<file path="config.mk">
export PLATFORM = sky130hd
export DESIGN_NAME = irq_input_stage
export DESIGN_NICKNAME = d
export VERILOG_FILES = /design/src/rtl/irq_in_pkg.sv /design/src/rtl/irq_evt_ctrl.sv /design/src/rtl/irq_trig_regs.sv /design/src/rtl/irq_line_cell.sv /design/src/rtl/irq_input_stage.sv
export SDC_FILE = /design/constraint.sdc
export NUM_CORES = 1
export LEC_CHECK = 0
export BUFFER_PORTS_ARGS = -buffer_cell sky130_fd_sc_hd__clkbuf_2
export CAP_MARGIN = 15
export CORE_ASPECT_RATIO = 1.2
export CORE_MARGIN = 3
export CORE_UTILIZATION = 35
export CTS_CLUSTER_DIAMETER = 30
export CTS_CLUSTER_SIZE = 8
export DETAILED_ROUTE_END_ITERATION = 10
export GPL_ROUTABILITY_DRIVEN = 0
export PLACE_DENSITY = 0.62
export SLEW_MARGIN = 10
export SYNTH_ARGS = -nofsm -noshare
export SYNTH_HDL_FRONTEND = slang
export SYNTH_SLANG_ARGS = --single-unit
</file>
<file path="constraint.sdc">
create_clock -name clk_i -period 6.9 [get_ports clk_i]
set_input_delay 1.035 -clock clk_i [delete_from_list [all_inputs] [get_ports clk_i]]
set_output_delay 1.035 -clock clk_i [all_outputs]
set_load 0.03 [all_outputs]
</file>
<file path="src/rtl/irq_in_pkg.sv">
package irq_in_pkg;
  localparam int unsigned NUM_BANKS = 2;
  localparam int unsigned BANK_W    = 8;
  localparam int unsigned NUM_LINES = NUM_BANKS * BANK_W;
  localparam int unsigned LIDX_W    = $clog2(NUM_LINES);
  localparam int unsigned BSEL_W    = $clog2(NUM_BANKS);
  localparam int unsigned BBIT_W    = $clog2(BANK_W);

  typedef enum logic [1:0] {
    EVT_ASSERT   = 2'd0,
    EVT_DEASSERT = 2'd1,
    EVT_PULSE    = 2'd2,
    EVT_NONE     = 2'd3
  } evt_kind_e;

  // lines that are wired to edge mode regardless of writes
  function automatic logic [BANK_W-1:0] lvl_wmask(int unsigned bank);
    case (bank)
      0:       lvl_wmask = 8'hF8;
      1:       lvl_wmask = 8'hDE;
      default: lvl_wmask = 8'hFF;
    endcase
  endfunction
endpackage

</file>
<file path="src/rtl/irq_evt_ctrl.sv">
module irq_evt_ctrl
  import irq_in_pkg::*;
#(
  parameter int unsigned LINE_W = 5
) (
  input  logic                 clk_i,
  input  logic                 rst_ni,
  input  logic                 evt_valid_i,
  output logic                 evt_ready_o,
  input  logic [LINE_W-1:0]    evt_line_i,
  input  logic [1:0]           evt_kind_i,
  input  logic [NUM_BANKS-1:0] bank_ready_i,
  output logic                 evt_reject_o,
  output logic [NUM_LINES-1:0] step_inc_o,
  output logic [NUM_LINES-1:0] step_dec_o
);
  logic              pend_q;
  logic [LIDX_W-1:0] pline_q;
  logic              reject_q;
  logic              acc;
  logic              in_range;
  logic [LIDX_W-1:0] lidx;
  logic              bank_ok;
  logic              pbank_ok;
  evt_kind_e         kind;

  assign kind     = evt_kind_e'(evt_kind_i);
  assign evt_ready_o = ~pend_q;
  assign acc      = evt_valid_i & evt_ready_o;
  assign in_range = (evt_line_i < LINE_W'(NUM_LINES));
  assign lidx     = evt_line_i[LIDX_W-1:0];
  assign bank_ok  = bank_ready_i[lidx[LIDX_W-1:BBIT_W]];
  assign pbank_ok = bank_ready_i[pline_q[LIDX_W-1:BBIT_W]];

  always_comb begin
    step_inc_o = '0;
    step_dec_o = '0;
    if (pend_q) begin
      if (pbank_ok) step_dec_o[pline_q] = 1'b1;
    end else if (acc && in_range && bank_ok) begin
      case (kind)
        EVT_ASSERT, EVT_PULSE: step_inc_o[lidx] = 1'b1;
        EVT_DEASSERT:          step_dec_o[lidx] = 1'b1;
        default: ;
      endcase
    end
  end

  always_ff @(posedge clk_i or negedge rst_ni) begin
    if (!rst_ni) begin
      pend_q   <= 1'b0;
      pline_q  <= '0;
      reject_q <= 1'b0;
    end else begin
      reject_q <= acc & ~in_range;
      pend_q   <= acc & in_range & bank_ok & (kind == EVT_PULSE);
      if (acc && in_range) pline_q <= lidx;
    end
  end

  assign evt_reject_o = reject_q;

  AST_ONE_STEP: assert property (@(posedge clk_i) disable iff (!rst_ni)
    $onehot0(step_inc_o | step_dec_o));
  AST_REJECT_PULSE: assert property (@(posedge clk_i) disable iff (!rst_ni)
    (acc && !in_range) |=> (evt_reject_o && evt_ready_o));
  AST_PULSE_TAIL: assert property (@(posedge clk_i) disable iff (!rst_ni)
    (acc && in_range && bank_ok && kind == EVT_PULSE) |=> !evt_ready_o ##1 evt_ready_o);
endmodule

</file>
<file path="src/rtl/irq_trig_regs.sv">
module irq_trig_regs
  import irq_in_pkg::*;
(
  input  logic                 clk_i,
  input  logic                 rst_ni,
  input  logic                 cfg_we_i,
  input  logic [BSEL_W-1:0]    cfg_sel_i,
  input  logic [BANK_W-1:0]    cfg_wdata_i,
  output logic [BANK_W-1:0]    cfg_rdata_o,
  output logic [NUM_LINES-1:0] level_o
);
  logic [NUM_BANKS-1:0][BANK_W-1:0] mode_q;

  for (genvar b = 0; b < NUM_BANKS; b++) begin : g_bank
    localparam logic [BANK_W-1:0] WMASK = lvl_wmask(b);
    always_ff @(posedge clk_i or negedge rst_ni) begin
      if (!rst_ni)
        mode_q[b] <= '0;
      else if (cfg_we_i && cfg_sel_i == BSEL_W'(b))
        mode_q[b] <= cfg_wdata_i & WMASK;
    end
    assign level_o[b*BANK_W +: BANK_W] = mode_q[b];

    AST_FIXED_EDGE: assert property (@(posedge clk_i) disable iff (!rst_ni)
      (cfg_we_i && cfg_sel_i == BSEL_W'(b)) |=> ((level_o[b*BANK_W +: BANK_W] & ~WMASK) == '0));
  end

  assign cfg_rdata_o = mode_q[cfg_sel_i];

  AST_MODE_HOLD: assert property (@(posedge clk_i) disable iff (!rst_ni)
    !cfg_we_i |=> $stable(level_o));
endmodule

</file>
<file path="src/rtl/irq_line_cell.sv">
module irq_line_cell #(
  parameter int unsigned CNT_W = 4
) (
  input  logic clk_i,
  input  logic rst_ni,
  input  logic inc_i,
  input  logic dec_i,
  input  logic level_i,
  input  logic clr_i,
  output logic req_o,
  output logic active_o,
  output logic neg_o
);
  localparam logic signed [CNT_W-1:0] ZERO = '0;
  localparam logic signed [CNT_W-1:0] ONE  = {{(CNT_W-1){1'b0}}, 1'b1};
  localparam logic signed [CNT_W-1:0] CMAX = {1'b0, {(CNT_W-1){1'b1}}};
  localparam logic signed [CNT_W-1:0] CMIN = {1'b1, {(CNT_W-1){1'b0}}};

  logic signed [CNT_W-1:0] cnt_q, cnt_d;
  logic req_q, set;

  always_comb begin
    cnt_d = cnt_q;
    set   = 1'b0;
    if (inc_i) begin
      cnt_d = (cnt_q == CMAX) ? cnt_q : cnt_q + ONE;
      set   = (cnt_q == ZERO && cnt_d == ONE) || (level_i && cnt_d > ZERO);
    end else if (dec_i) begin
      cnt_d = (cnt_q == CMIN) ? cnt_q : cnt_q - ONE;
      set   = level_i && cnt_d > ZERO;
    end
  end

  always_ff @(posedge clk_i or negedge rst_ni) begin
    if (!rst_ni) begin
      cnt_q <= ZERO;
      req_q <= 1'b0;
    end else begin
      cnt_q <= cnt_d;
      if (set)        req_q <= 1'b1;
      else if (clr_i) req_q <= 1'b0;
    end
  end

  assign req_o    = req_q;
  assign active_o = cnt_q > ZERO;
  assign neg_o    = cnt_q[CNT_W-1];

  AST_EDGE_SET: assert property (@(posedge clk_i) disable iff (!rst_ni)
    (inc_i && !active_o && !neg_o) |=> (req_o && active_o));
  AST_FALL_KEEP: assert property (@(posedge clk_i) disable iff (!rst_ni)
    (dec_i && req_o && !clr_i) |=> req_o);
  AST_SAT_TOP: assert property (@(posedge clk_i) disable iff (!rst_ni)
    (inc_i && cnt_q == CMAX) |=> (cnt_q == CMAX));
  AST_SAT_BOT: assert property (@(posedge clk_i) disable iff (!rst_ni)
    (dec_i && cnt_q == CMIN) |=> (cnt_q == CMIN));
  AST_LEVEL_SET: assert property (@(posedge clk_i) disable iff (!rst_ni)
    ((inc_i || dec_i) && level_i) |=> (req_o || !active_o));
  AST_IDLE_HOLD: assert property (@(posedge clk_i) disable iff (!rst_ni)
    (!inc_i && !dec_i) |=> ($stable(active_o) && $stable(neg_o)));
endmodule

</file>
<file path="src/rtl/irq_input_stage.sv">
module irq_input_stage
  import irq_in_pkg::*;
#(
  parameter int unsigned LINE_W = 5,
  parameter int unsigned CNT_W  = 4
) (
  input  logic                 clk_i,
  input  logic                 rst_ni,
  input  logic                 evt_valid_i,
  output logic                 evt_ready_o,
  input  logic [LINE_W-1:0]    evt_line_i,
  input  logic [1:0]           evt_kind_i,
  input  logic [NUM_BANKS-1:0] bank_ready_i,
  output logic                 evt_reject_o,
  input  logic [NUM_LINES-1:0] req_clr_i,
  output logic [NUM_LINES-1:0] req_o,
  output logic [NUM_LINES-1:0] active_o,
  output logic [NUM_LINES-1:0] neg_o,
  input  logic                 cfg_we_i,
  input  logic [BSEL_W-1:0]    cfg_sel_i,
  input  logic [BANK_W-1:0]    cfg_wdata_i,
  output logic [BANK_W-1:0]    cfg_rdata_o
);
  logic [NUM_LINES-1:0] step_inc, step_dec, level;

  irq_evt_ctrl #(.LINE_W(LINE_W)) u_ctrl (
    .clk_i        (clk_i),
    .rst_ni       (rst_ni),
    .evt_valid_i  (evt_valid_i),
    .evt_ready_o  (evt_ready_o),
    .evt_line_i   (evt_line_i),
    .evt_kind_i   (evt_kind_i),
    .bank_ready_i (bank_ready_i),
    .evt_reject_o (evt_reject_o),
    .step_inc_o   (step_inc),
    .step_dec_o   (step_dec)
  );

  irq_trig_regs u_regs (
    .clk_i       (clk_i),
    .rst_ni      (rst_ni),
    .cfg_we_i    (cfg_we_i),
    .cfg_sel_i   (cfg_sel_i),
    .cfg_wdata_i (cfg_wdata_i),
    .cfg_rdata_o (cfg_rdata_o),
    .level_o     (level)
  );

  for (genvar n = 0; n < NUM_LINES; n++) begin : g_line
    irq_line_cell #(.CNT_W(CNT_W)) u_cell (
      .clk_i    (clk_i),
      .rst_ni   (rst_ni),
      .inc_i    (step_inc[n]),
      .dec_i    (step_dec[n]),
      .level_i  (level[n]),
      .clr_i    (req_clr_i[n]),
      .req_o    (req_o[n]),
      .active_o (active_o[n]),
      .neg_o    (neg_o[n])
    );
  end

  AST_NO_ACT_NEG: assert property (@(posedge clk_i) disable iff (!rst_ni)
    (active_o & neg_o) == '0);
  AST_BANK_GATE: assert property (@(posedge clk_i) disable iff (!rst_ni)
    (evt_valid_i && evt_ready_o && bank_ready_i == '0) |=> $stable(active_o));
  AST_REJECT_QUIET: assert property (@(posedge clk_i) disable iff (!rst_ni)
    (evt_valid_i && evt_ready_o && evt_line_i >= LINE_W'(NUM_LINES))
      |=> ($stable(active_o) && $stable(neg_o)));
endmodule

</file>
==> out/metrics.yaml, run 1 <==
status:
  status: "completed"
yosys:
  synth-edff-count: 0
  synth_cell_type_count: 72
  syn_area_um2: 7730
  synth.most_common_cell: "dfrtp_1"
  synth.area.top_cells: "dfrtp_1 (31%), ha_1 (6.0%), buf_4 (4.9%)"
  synth_commonest_cells: "dfrtp_1 (97), nand2_1 (73), inv_1 (57)"
  ys_seq_area_share_pct: 31.4
  syn_inst: 924
  synth-main-ff-cell: "dfrtp_1"
  ys_ff_latch: 97
  synth_top_area_cell: "dfrtp_1"
  yosys_warnings: 0
  async_flop_share_pct: 100
  synthDominantCellAreaShare_pct: 31.4
  syn_nets: 999
  postSynthAreaPerCell_um2: 8.36
sta:
  fin_crit_sh_pct: 48.2
  rsz0062_at_grt: "no"
  setup_tns_ns: 0
  fin_crit_ns: 3.33
  finalSetupViolCount: 0
  hold-worst-slack_ns: 0.485
  finalMaxSlewViolations: 0
  finalClockSkew_ns: 0.00911
  slew_headroom_pct: 33.7
  setup_ws_ns: 3.57
  timing.fmax_mhz: 301
  worst_slew_pin_slew_ns: 0.987
  finalHoldViolations: 0
final_layout:
  drive_gt1_share_pct: 15.7
  syn2layout_area_growth_pct: 7.16
  fillers: 2196
  antenna_cells: 0
  nets: 1012
placement:
  place_hpwl_um: 14800
  port_buffers: 93
  place_ws_ns: 3.16
power_and_ir_drop:
  leakage_nw: 3.46
  power_density_nw_per_um2: 274
  finalPower_mw: 2.27
  ir_drop_v: 0.000140
global_route:
  grt_max_degree: 55
  grt_util_all_layers_pct: 16.4
  grt.overflow.total: 0
  antenna_found_initial: 0
  grt_pass1_vias: 6476
  grt_pass1_wl_um: 32100
route:
  routedWlPerCell_um: 16.1
  wl_um: 19600
  drtPass1Iterations: 5
  route.detailed.drc: 0
  viasPerCell: 5.71
  ant_nets: 0
  drt_iter0_drc: 478
  vias: 6918
critical_path:
  cp_top_family: "compound AO/OA/AOI/OAI gates"
  crit_type: "input port to flip-flop"
  path_buf_inv: 1
  crit_path_max_fanout: 19
  critical_path.max_stage_delay_ns: 1.07
  cp.arrival_ns: 3.57
  required_ns: 7.15
  cp_cell_sequence: "clkbuf_2, nand4b_1, o32ai_1, a21boi_0, nor2b_1, xnor2_1"
  cp-start-kind: "input port"
  cp-end-kind: "flip-flop"
  slowest_stage: "o32ai_1"
die:
  die_h_um: 169
  initial_core_util_pct: 36.2
  ioPinCount: 96
  die_w_um: 142
  num_rows: 58
  core_area_um2: 21300
  dieArea_um2: 23900
clock_network:
  cts_setup_buffers: 0
  cts_root_buf: "clkbuf_16"
  ctsHoldBuffers: 0
  ctsHtreeMaxLevel: 3
  numCtsBuffers: 9
  clockBufferDepth: 2
  clkLatencyLatePin_ns: 0.36
  tritoncts: "done"
  clock-sinks: 97
  clk_pin_slew_ns: 0.07
  cts.repair.resized: 0
job:
  maxCapViolCount: 0
worst_hold_path:
  hp-class: "flip-flop to flip-flop"
## final timing paths
kind,slack [ns],to,from,cells past startpoint
worst max-delay path,3.57,g_line[12].u_cell.cnt_q[0]$_DFFE_PN0P_,evt_line_i[4],6
worst min-delay path,0.48,g_line[12].u_cell.req_o$_DFFE_PN0P_,g_line[12].u_cell.req_o$_DFFE_PN0P_,2
worst max register to register,4.25,g_line[9].u_cell.cnt_q[2]$_DFFE_PN0P_,u_ctrl.pend_q$_DFF_PN0_,5
worst min register to register,0.48,g_line[12].u_cell.req_o$_DFFE_PN0P_,g_line[12].u_cell.req_o$_DFFE_PN0P_,2
max in group asynchronous,5.09,g_line[4].u_cell.cnt_q[3]$_DFFE_PN0P_,rst_ni,2
min in group asynchronous,0.68,g_line[13].u_cell.req_o$_DFFE_PN0P_,rst_ni,1
## metal layers
| layer | vias to the layer above | share of wire (%) | global-route usage (%) | routed length, um |
|---|---|---|---|---|
| met4 | 0 | 2.5 | 6.55 | 487 |
| met1 | 3328 | 44 | 20.7 | 8570 |
| met3 | 29 | 4.8 | 3.11 | 940 |
| li1 | 3412 | - | - | - |
| met5 | - | 0 | 0 | 0 |
| met2 | 149 | 49 | 27.6 | 9570 |
## worst register-to-register path, stage by stage, from the launching register on
cell	delay, ns
dfrtp_1	0.56
or4b_1	0.75
o32ai_4	0.46
nand2_2	0.10
and3_1	0.17
or4_1	0.49
## power breakdown
group          total, mW  internal [mW]  switching, mW
Clock              0.486          0.255          0.231
Combinational      0.925          0.372          0.553
Sequential         0.861          0.669          0.192
Total               2.27           1.30          0.976
## flip-flops by register name, summed over array words and instances, names as in the netlist
name and flops:
u_ctrl.pline_q 4, u_ctrl.pend_q 1, g_line.u_cell.cnt_q 64, u_regs.level_o 11
g_line.u_cell.req_o 16, u_ctrl.evt_reject_o 1
## cell type report
class / instances / area, um2 / area share [%]
sequential: 97 / 2430 / 29.3
inverter: 57 / 214 / 2.58
clock buffer: 12 / 246 / 2.98
tap: 270 / 338 / 4.08
timing repair buffer: 94 / 475 / 5.74
multi-input combinational: 678 / 4550 / 54.9
clock inverter: 4 / 28.8 / 0.348
## kinds of logic (layout without fill, tap and decap cells)
logic type / count (synthesis) / count (layout) / synth area share (%)
other: 1 / 1 / 0.0485
AND/OR/NAND/NOR: 349 / 349 / 24.3
buffers and inverters: 149 / 167 / 9.70
AO/OA/AOI/OAI: 239 / 239 / 21.7
adder cells (fa/ha/maj): 37 / 37 / 5.99
multiplexers: 34 / 34 / 4.78
XOR/XNOR: 18 / 18 / 2.04
flip-flops: 97 / 97 / 31.4
## cells in the final DEF (no fill, tap or decap), drive strengths merged, types with 8 or more instances in the layout
master,netlist,routed
o22ai,16,16
and3,9,9
dfrtp,97,97
mux2i,11,11
ha,37,37
clkbuf,39,104
nand2b,13,13
nand3,44,44
xnor2,18,18
o32ai,10,10
a21oi,43,43
inv,57,57
nand3b,15,15
a211oi,8,8
o211ai,8,8
nor2b,27,27
nor2,46,46
nand4,10,10
a32o,8,8
o31ai,8,8
nand2,74,74
a31oi,15,15
mux2,23,23
nor3,45,45
nor4,14,14
a221oi,14,14
o21ai,45,45
## per-stage QoR
step                cells  utilization, %  instance area [um2]
floorplan             924               -                 7730
global placement     1196            37.5                 8000
detailed placement   1196            37.5                 8000
CTS                  1212            38.8                 8280
global route         1212            38.8                 8280
finish               1212            38.8                 8280
(Power assumes the default switching activity.)
==> inputs of run 2 (changes only) <==
==> constraint.sdc (replaced) <==
create_clock -name clk_i -period 3.1 [get_ports clk_i]
set_input_delay 0.465 -clock clk_i [delete_from_list [all_inputs] [get_ports clk_i]]
set_output_delay 0.465 -clock clk_i [all_outputs]
set_load 0.03 [all_outputs]
==> out/metrics.yaml, run 2 (synthesis results as in run 1) <==
final_layout:
  layout_commonest_cell: "dfrtp_1"
  syn2layout_area_growth_pct: 8.76
  antenna_cells: 0  # unchanged
  nets: 1028  # +1.6%
  largest_register_ffs: 64  # unchanged
  drive_gt1_share_pct: 16.9  # +1.2 points
  regMostFlops: "g_line.u_cell.cnt_q"
  layout_common_cells: "dfrtp_1 (97), clkbuf_2 (92), nand2_1 (73)"
  fin_util_pct: 39.4  # +0.58 points
critical_path:
  cp_cell_sequence: "buf_4, nor4bb_1, nand2b_1, a2111oi_0, or4b_1, o311a_1"
  slowest_stage: "a2111oi_0"
  required_ns: 3.34  # -3.81 ns
  critical_path.max_stage_delay_ns: 0.53  # -0.54 ns
  worstRegToRegCells: 6  # +1
  crit_type: "flip-flop to flip-flop"
  cp_top_family: "simple AND/OR/NAND/NOR gates"
  ff2ff_setup_slack_ns: 0.54  # -3.71 ns
  r2r-end: "g_line[4].u_cell.cnt_q[3]$_DFFE_PN0P_"
  path_buf_inv: 1  # unchanged
  rr_startpoint: "u_ctrl.pend_q$_DFF_PN0_"
  cp-end-kind: "flip-flop"
  cp.arrival_ns: 2.80  # -0.77 ns
  crit_path_max_fanout: 10  # -9
  cp-start-kind: "flip-flop"
clock_network:
  numCtsBuffers: 9  # unchanged
  ctsHoldBuffers: 0  # unchanged
  clk_pin_slew_ns: 0.07  # about the same
  tritoncts: "done"
  clkLatencyLatePin_ns: 0.36  # about the same
  cts.repair.resized: 0  # unchanged
  cts_root_buf: "clkbuf_16"
  clockBufferDepth: 2  # unchanged
  cts_setup_buffers: 0  # unchanged
  ctsHtreeMaxLevel: 3  # unchanged
  clock-sinks: 97  # unchanged
power_and_ir_drop:
  leakage_nw: 3.55  # +2.5%
  ir_drop_v: 0.000307  # +120%
  power_density_nw_per_um2: 608  # +120%
route:
  drt_iter0_drc: 435  # -9.0%
  routedWlPerCell_um: 16.2  # +0.22%
  route.detailed.drc: 0  # unchanged
  drtPass1Iterations: 5  # unchanged
  wl_um: 19900  # +1.5%
  viasPerCell: 5.69  # -0.31%
  vias: 6982  # +0.93%
  ant_nets: 0  # unchanged
sta:
  finalClockSkew_ns: 0.00704  # -0.00208 ns
  fin_crit_sh_pct: 82.5
  finalMaxSlewViolations: 0  # unchanged
  worst_slew_pin_slew_ns: 0.693  # -0.294 ns
  finalHoldViolations: 0  # unchanged
  slew_headroom_pct: 53.7  # +20 points
  fin_crit_ns: 2.56
  timing.fmax_mhz: 391
  setup_tns_ns: 0  # unchanged
  rsz0062_at_grt: "no"
  finalSetupViolCount: 0  # unchanged
die:
  die_h_um: 169  # unchanged
  num_rows: 58  # unchanged
  initial_core_util_pct: 36.2  # unchanged
  die_w_um: 142  # unchanged
  core_area_um2: 21300  # unchanged
  dieArea_um2: 23900  # unchanged
  ioPinCount: 96  # unchanged
global_route:
  grt_pass1_vias: 6579  # +1.6%
  grt_util_all_layers_pct: 16.6  # +0.20 points
  grt.overflow.total: 0  # unchanged
  antenna_found_initial: 0  # unchanged
  grt_max_degree: 45  # -18%
  grt_pass1_wl_um: 32700  # +1.6%
placement:
  place_hpwl_um: 15200  # +2.3%
  port_buffers: 93  # unchanged
status:
  status: "completed"
job:
  maxCapViolCount: 0  # unchanged
worst_hold_path:
  hp-class: "input port to asynchronous set/reset pin"
[run 2: area by class of cell]
cell class,instances,area [um2]
repair buffers,110,596
multi-input cells,678,4550
inverters,57,214
clock inverters,3,42.5
fillers,2229,12900
flip-flops and latches,97,2430
clock buffers,12,236
well taps,270,338
[run 2: worst max path at each step]
stage / from / end / depth (start not counted)
finish: u_ctrl.pend_q$_DFF_PN0_ / g_line[4].u_cell.cnt_q[3]$_DFFE_PN0P_ / 6
global route: u_ctrl.pend_q$_DFF_PN0_ / g_line[4].u_cell.cnt_q[3]$_DFFE_PN0P_ / 6
CTS: u_ctrl.pend_q$_DFF_PN0_ / g_line[4].u_cell.cnt_q[3]$_DFFE_PN0P_ / 6
detailed placement: evt_line_i[0] / g_line[4].u_cell.cnt_q[3]$_DFFE_PN0P_ / 6
global placement: evt_line_i[0] / g_line[4].u_cell.cnt_q[3]$_DFFE_PN0P_ / 6
floorplan: evt_kind_i[0] / g_line[9].u_cell.cnt_q[2]$_DFFE_PN0P_ / 7
[run 2: report_power, final]
part | total, mW | leakage [nW] | switching (mW) | internal [mW]
logic | 2.07 | 2.21 | 1.24 | 0.834
clock network | 1.11 | 0.133 | 0.493 | 0.621
registers | 1.93 | 1.21 | 0.440 | 1.49
total | 5.11 | 3.55 | 2.17 | 2.94
[run 2: through the flow]
| step | instance area, um2 | cells | setup slack [ns] | total power, mW | hold WS [ns] |
|---|---|---|---|---|---|
| 2_1_floorplan | 7730 | 924 | 0.770 | 3.59 | 0.169 |
| 3_3_place_gp | 8120 | 1212 | 0.478 | 3.97 | 0.475 |
| 3_5_place_dp | 8120 | 1212 | 0.422 | 4.01 | 0.490 |
| 4_1_cts | 8400 | 1227 | 0.592 | 5.15 | 0.122 |
| 5_1_grt | 8400 | 1227 | 0.414 | 5.50 | 0.157 |
| 6_report | 8400 | 1227 | 0.543 | 5.11 | 0.105 |
[run 2: worst reg2reg max path: stages (launching register included)]
cell       delay [ns]
dfrtp_1          0.49
buf_4            0.21
nor4bb_1         0.40
nand2b_1         0.18
a2111oi_0        0.53
or4b_1           0.49
o311a_1          0.14
[run 2: routing by layer]
metal | vias to the layer above | part of all wire, % | GRT usage, %
met5 | - | 0 | 0
li1 | 3431 | - | -
met2 | 140 | 48 | 27.4
met4 | 0 | 3.2 | 7.39
met3 | 38 | 4.6 | 3.14
met1 | 3373 | 44 | 21.0
==> inputs of run 3 (changes only) <==
==> constraint.sdc (replaced) <==
create_clock -name clk_i -period 2.7 [get_ports clk_i]
set_input_delay 0.405 -clock clk_i [delete_from_list [all_inputs] [get_ports clk_i]]
set_output_delay 0.405 -clock clk_i [all_outputs]
set_load 0.03 [all_outputs]
==> out/metrics.yaml, run 3 (synthesis results as in run 1) <==
die:
  dieArea_um2: 23900  # unchanged
  num_rows: 58  # unchanged
  ioPinCount: 96  # unchanged
  die_h_um: 169  # unchanged
  core_area_um2: 21300  # unchanged
  die_w_um: 142  # unchanged
  initial_core_util_pct: 36.2  # unchanged
power_and_ir_drop:
  finalPower_mw: 5.81  # +14%
  power_density_nw_per_um2: 686  # +13%
  leakage_nw: 3.60  # +1.4%
  ir_drop_v: 0.000315  # +2.8%
sta:
  fin_crit_ns: 2.42  # -0.132 ns
  hold-worst-slack_ns: 0.0408  # -0.0638 ns
  slew_headroom_pct: 51.6  # -2.1 points
  finalSetupViolCount: 0  # unchanged
  worst_slew_pin_slew_ns: 0.724  # +0.0312 ns
  finalMaxSlewViolations: 0  # unchanged
  setup_tns_ns: 0  # unchanged
  finalClockSkew_ns: 0.00595  # -0.00109 ns
  rsz0062_at_grt: "no"
  timing.fmax_mhz: 412  # +5.4%
  fin_crit_sh_pct: 89.8  # +7.3 points
  finalHoldViolations: 0  # unchanged
route:
  ant_nets: 0  # unchanged
  drt_iter0_drc: 440  # +1.1%
  route.detailed.drc: 0  # unchanged
  vias: 7023  # +0.59%
  routedWlPerCell_um: 16.0  # -1.2%
  viasPerCell: 5.68  # -0.23%
  wl_um: 19800  # -0.42%
  drtPass1Iterations: 5  # unchanged
placement:
  port_buffers: 93  # unchanged
  place_hpwl_um: 15000  # -0.95%
critical_path:
  required_ns: 2.93  # -0.41 ns
  crit_path_max_fanout: 12  # +2
  cp-start-kind: "flip-flop"
  slowest_stage: "or4b_1"
  cp_cell_sequence: "or4b_1, o32ai_4, nand2_2, and3_1, or4_1"
  cp_top_family: "simple AND/OR/NAND/NOR gates"
  crit_type: "flip-flop to flip-flop"
  path_buf_inv: 0  # -1
  critical_path.max_stage_delay_ns: 0.71  # +0.18 ns
  cp-end-kind: "flip-flop"
  cp.arrival_ns: 2.65  # -0.15 ns
final_layout:
  nets: 1037  # +0.88%
  syn2layout_area_growth_pct: 9.65
  drive_gt1_share_pct: 17.7  # +0.76 points
  layout_common_cells: "dfrtp_1 (97), clkbuf_2 (92), nand2_1 (73)"
  largest_register_ffs: 64  # unchanged
  layout_commonest_cell: "dfrtp_1"
  antenna_cells: 0  # unchanged
  regMostFlops: "g_line.u_cell.cnt_q"
global_route:
  antenna_found_initial: 0  # unchanged
  grt_util_all_layers_pct: 16.5  # -0.048 points
  grt.overflow.total: 0  # unchanged
  grt_max_degree: 44  # -2.2%
  grt_pass1_vias: 6486  # -1.4%
  grt_pass1_wl_um: 32600  # -0.13%
clock_network:
  clock-sinks: 97  # unchanged
  ctsHtreeMaxLevel: 3  # unchanged
  ctsHoldBuffers: 0  # unchanged
  cts.repair.resized: 0  # unchanged
  numCtsBuffers: 9  # unchanged
  cts_setup_buffers: 0  # unchanged
  clkLatencyLatePin_ns: 0.35  # about the same
  clockBufferDepth: 2  # unchanged
  clk_pin_slew_ns: 0.07  # about the same
  tritoncts: "done"
  cts_root_buf: "clkbuf_16"
worst_hold_path:
  hp-class: "input port to asynchronous set/reset pin"
job:
  maxCapViolCount: 0  # unchanged
status:
  status: "completed"
[run 3: cell types whose count changed in the layout (fill, tap and decap cells not counted)]
cell	previous run	this run
buf_12	0	1
buf_4	18	26
bufinv_16	1	0
clkbuf_1	3	4
clkbuf_8	0	1
clkinv_4	0	1
clkinvlp_4	1	0
[run 3: final cells by class]
cell class	count	area [um2]
clock buffer	14	254
timing repair buffer	119	676
clock inverter	2	13.8
multi-input combinational	678	4550
inverter	57	214
sequential	97	2430
tap	270	338
fill	2220	12900
[run 3: metrics by stage]
stage / setup WS, ns / cells / utilization (%) / cell area, um2
floorplan: 0.430 / 924 / - / 7730
global placement: 0.236 / 1221 / 38.5 / 8200
detailed placement: 0.219 / 1221 / 38.5 / 8200
CTS: 0.277 / 1237 / 39.7 / 8470
global route: 0.111 / 1237 / 39.7 / 8470
finish: 0.275 / 1237 / 39.7 / 8470
[run 3: metal layers]
metal / vias to the layer above / global-route usage [%] / wire, um
met3: 27 / 2.91 / 843
met2: 153 / 27.0 / 9550
li1: 3454 / - / -
met1: 3389 / 21.9 / 8900
met4: 0 / 6.30 / 486
met5: - / 0 / 0
[run 3: final timing paths]
check	from	end	cells past startpoint	slack (ns)
worst max-delay path	u_ctrl.pend_q$_DFF_PN0_	g_line[9].u_cell.cnt_q[2]$_DFFE_PN0P_	5	0.28
worst min-delay path	rst_ni	g_line[9].u_cell.cnt_q[3]$_DFFE_PN0P_	1	0.04
worst max register to register	u_ctrl.pend_q$_DFF_PN0_	g_line[9].u_cell.cnt_q[2]$_DFFE_PN0P_	5	0.28
worst min register to register	g_line[12].u_cell.req_o$_DFFE_PN0P_	g_line[12].u_cell.req_o$_DFFE_PN0P_	2	0.50
max in group asynchronous	rst_ni	g_line[12].u_cell.cnt_q[3]$_DFFE_PN0P_	2	2.01
min in group clk_i	req_clr_i[8]	g_line[8].u_cell.req_o$_DFFE_PN0P_	2	0.22
[run 3: power by group]
| group | switching (mW) | internal [mW] | leakage (nW) |
|---|---|---|---|
| combinational | 1.42 | 0.963 | 2.26 |
| clock | 0.569 | 0.653 | 0.131 |
| sequential | 0.495 | 1.71 | 1.21 |
| total | 2.49 | 3.32 | 3.60 |
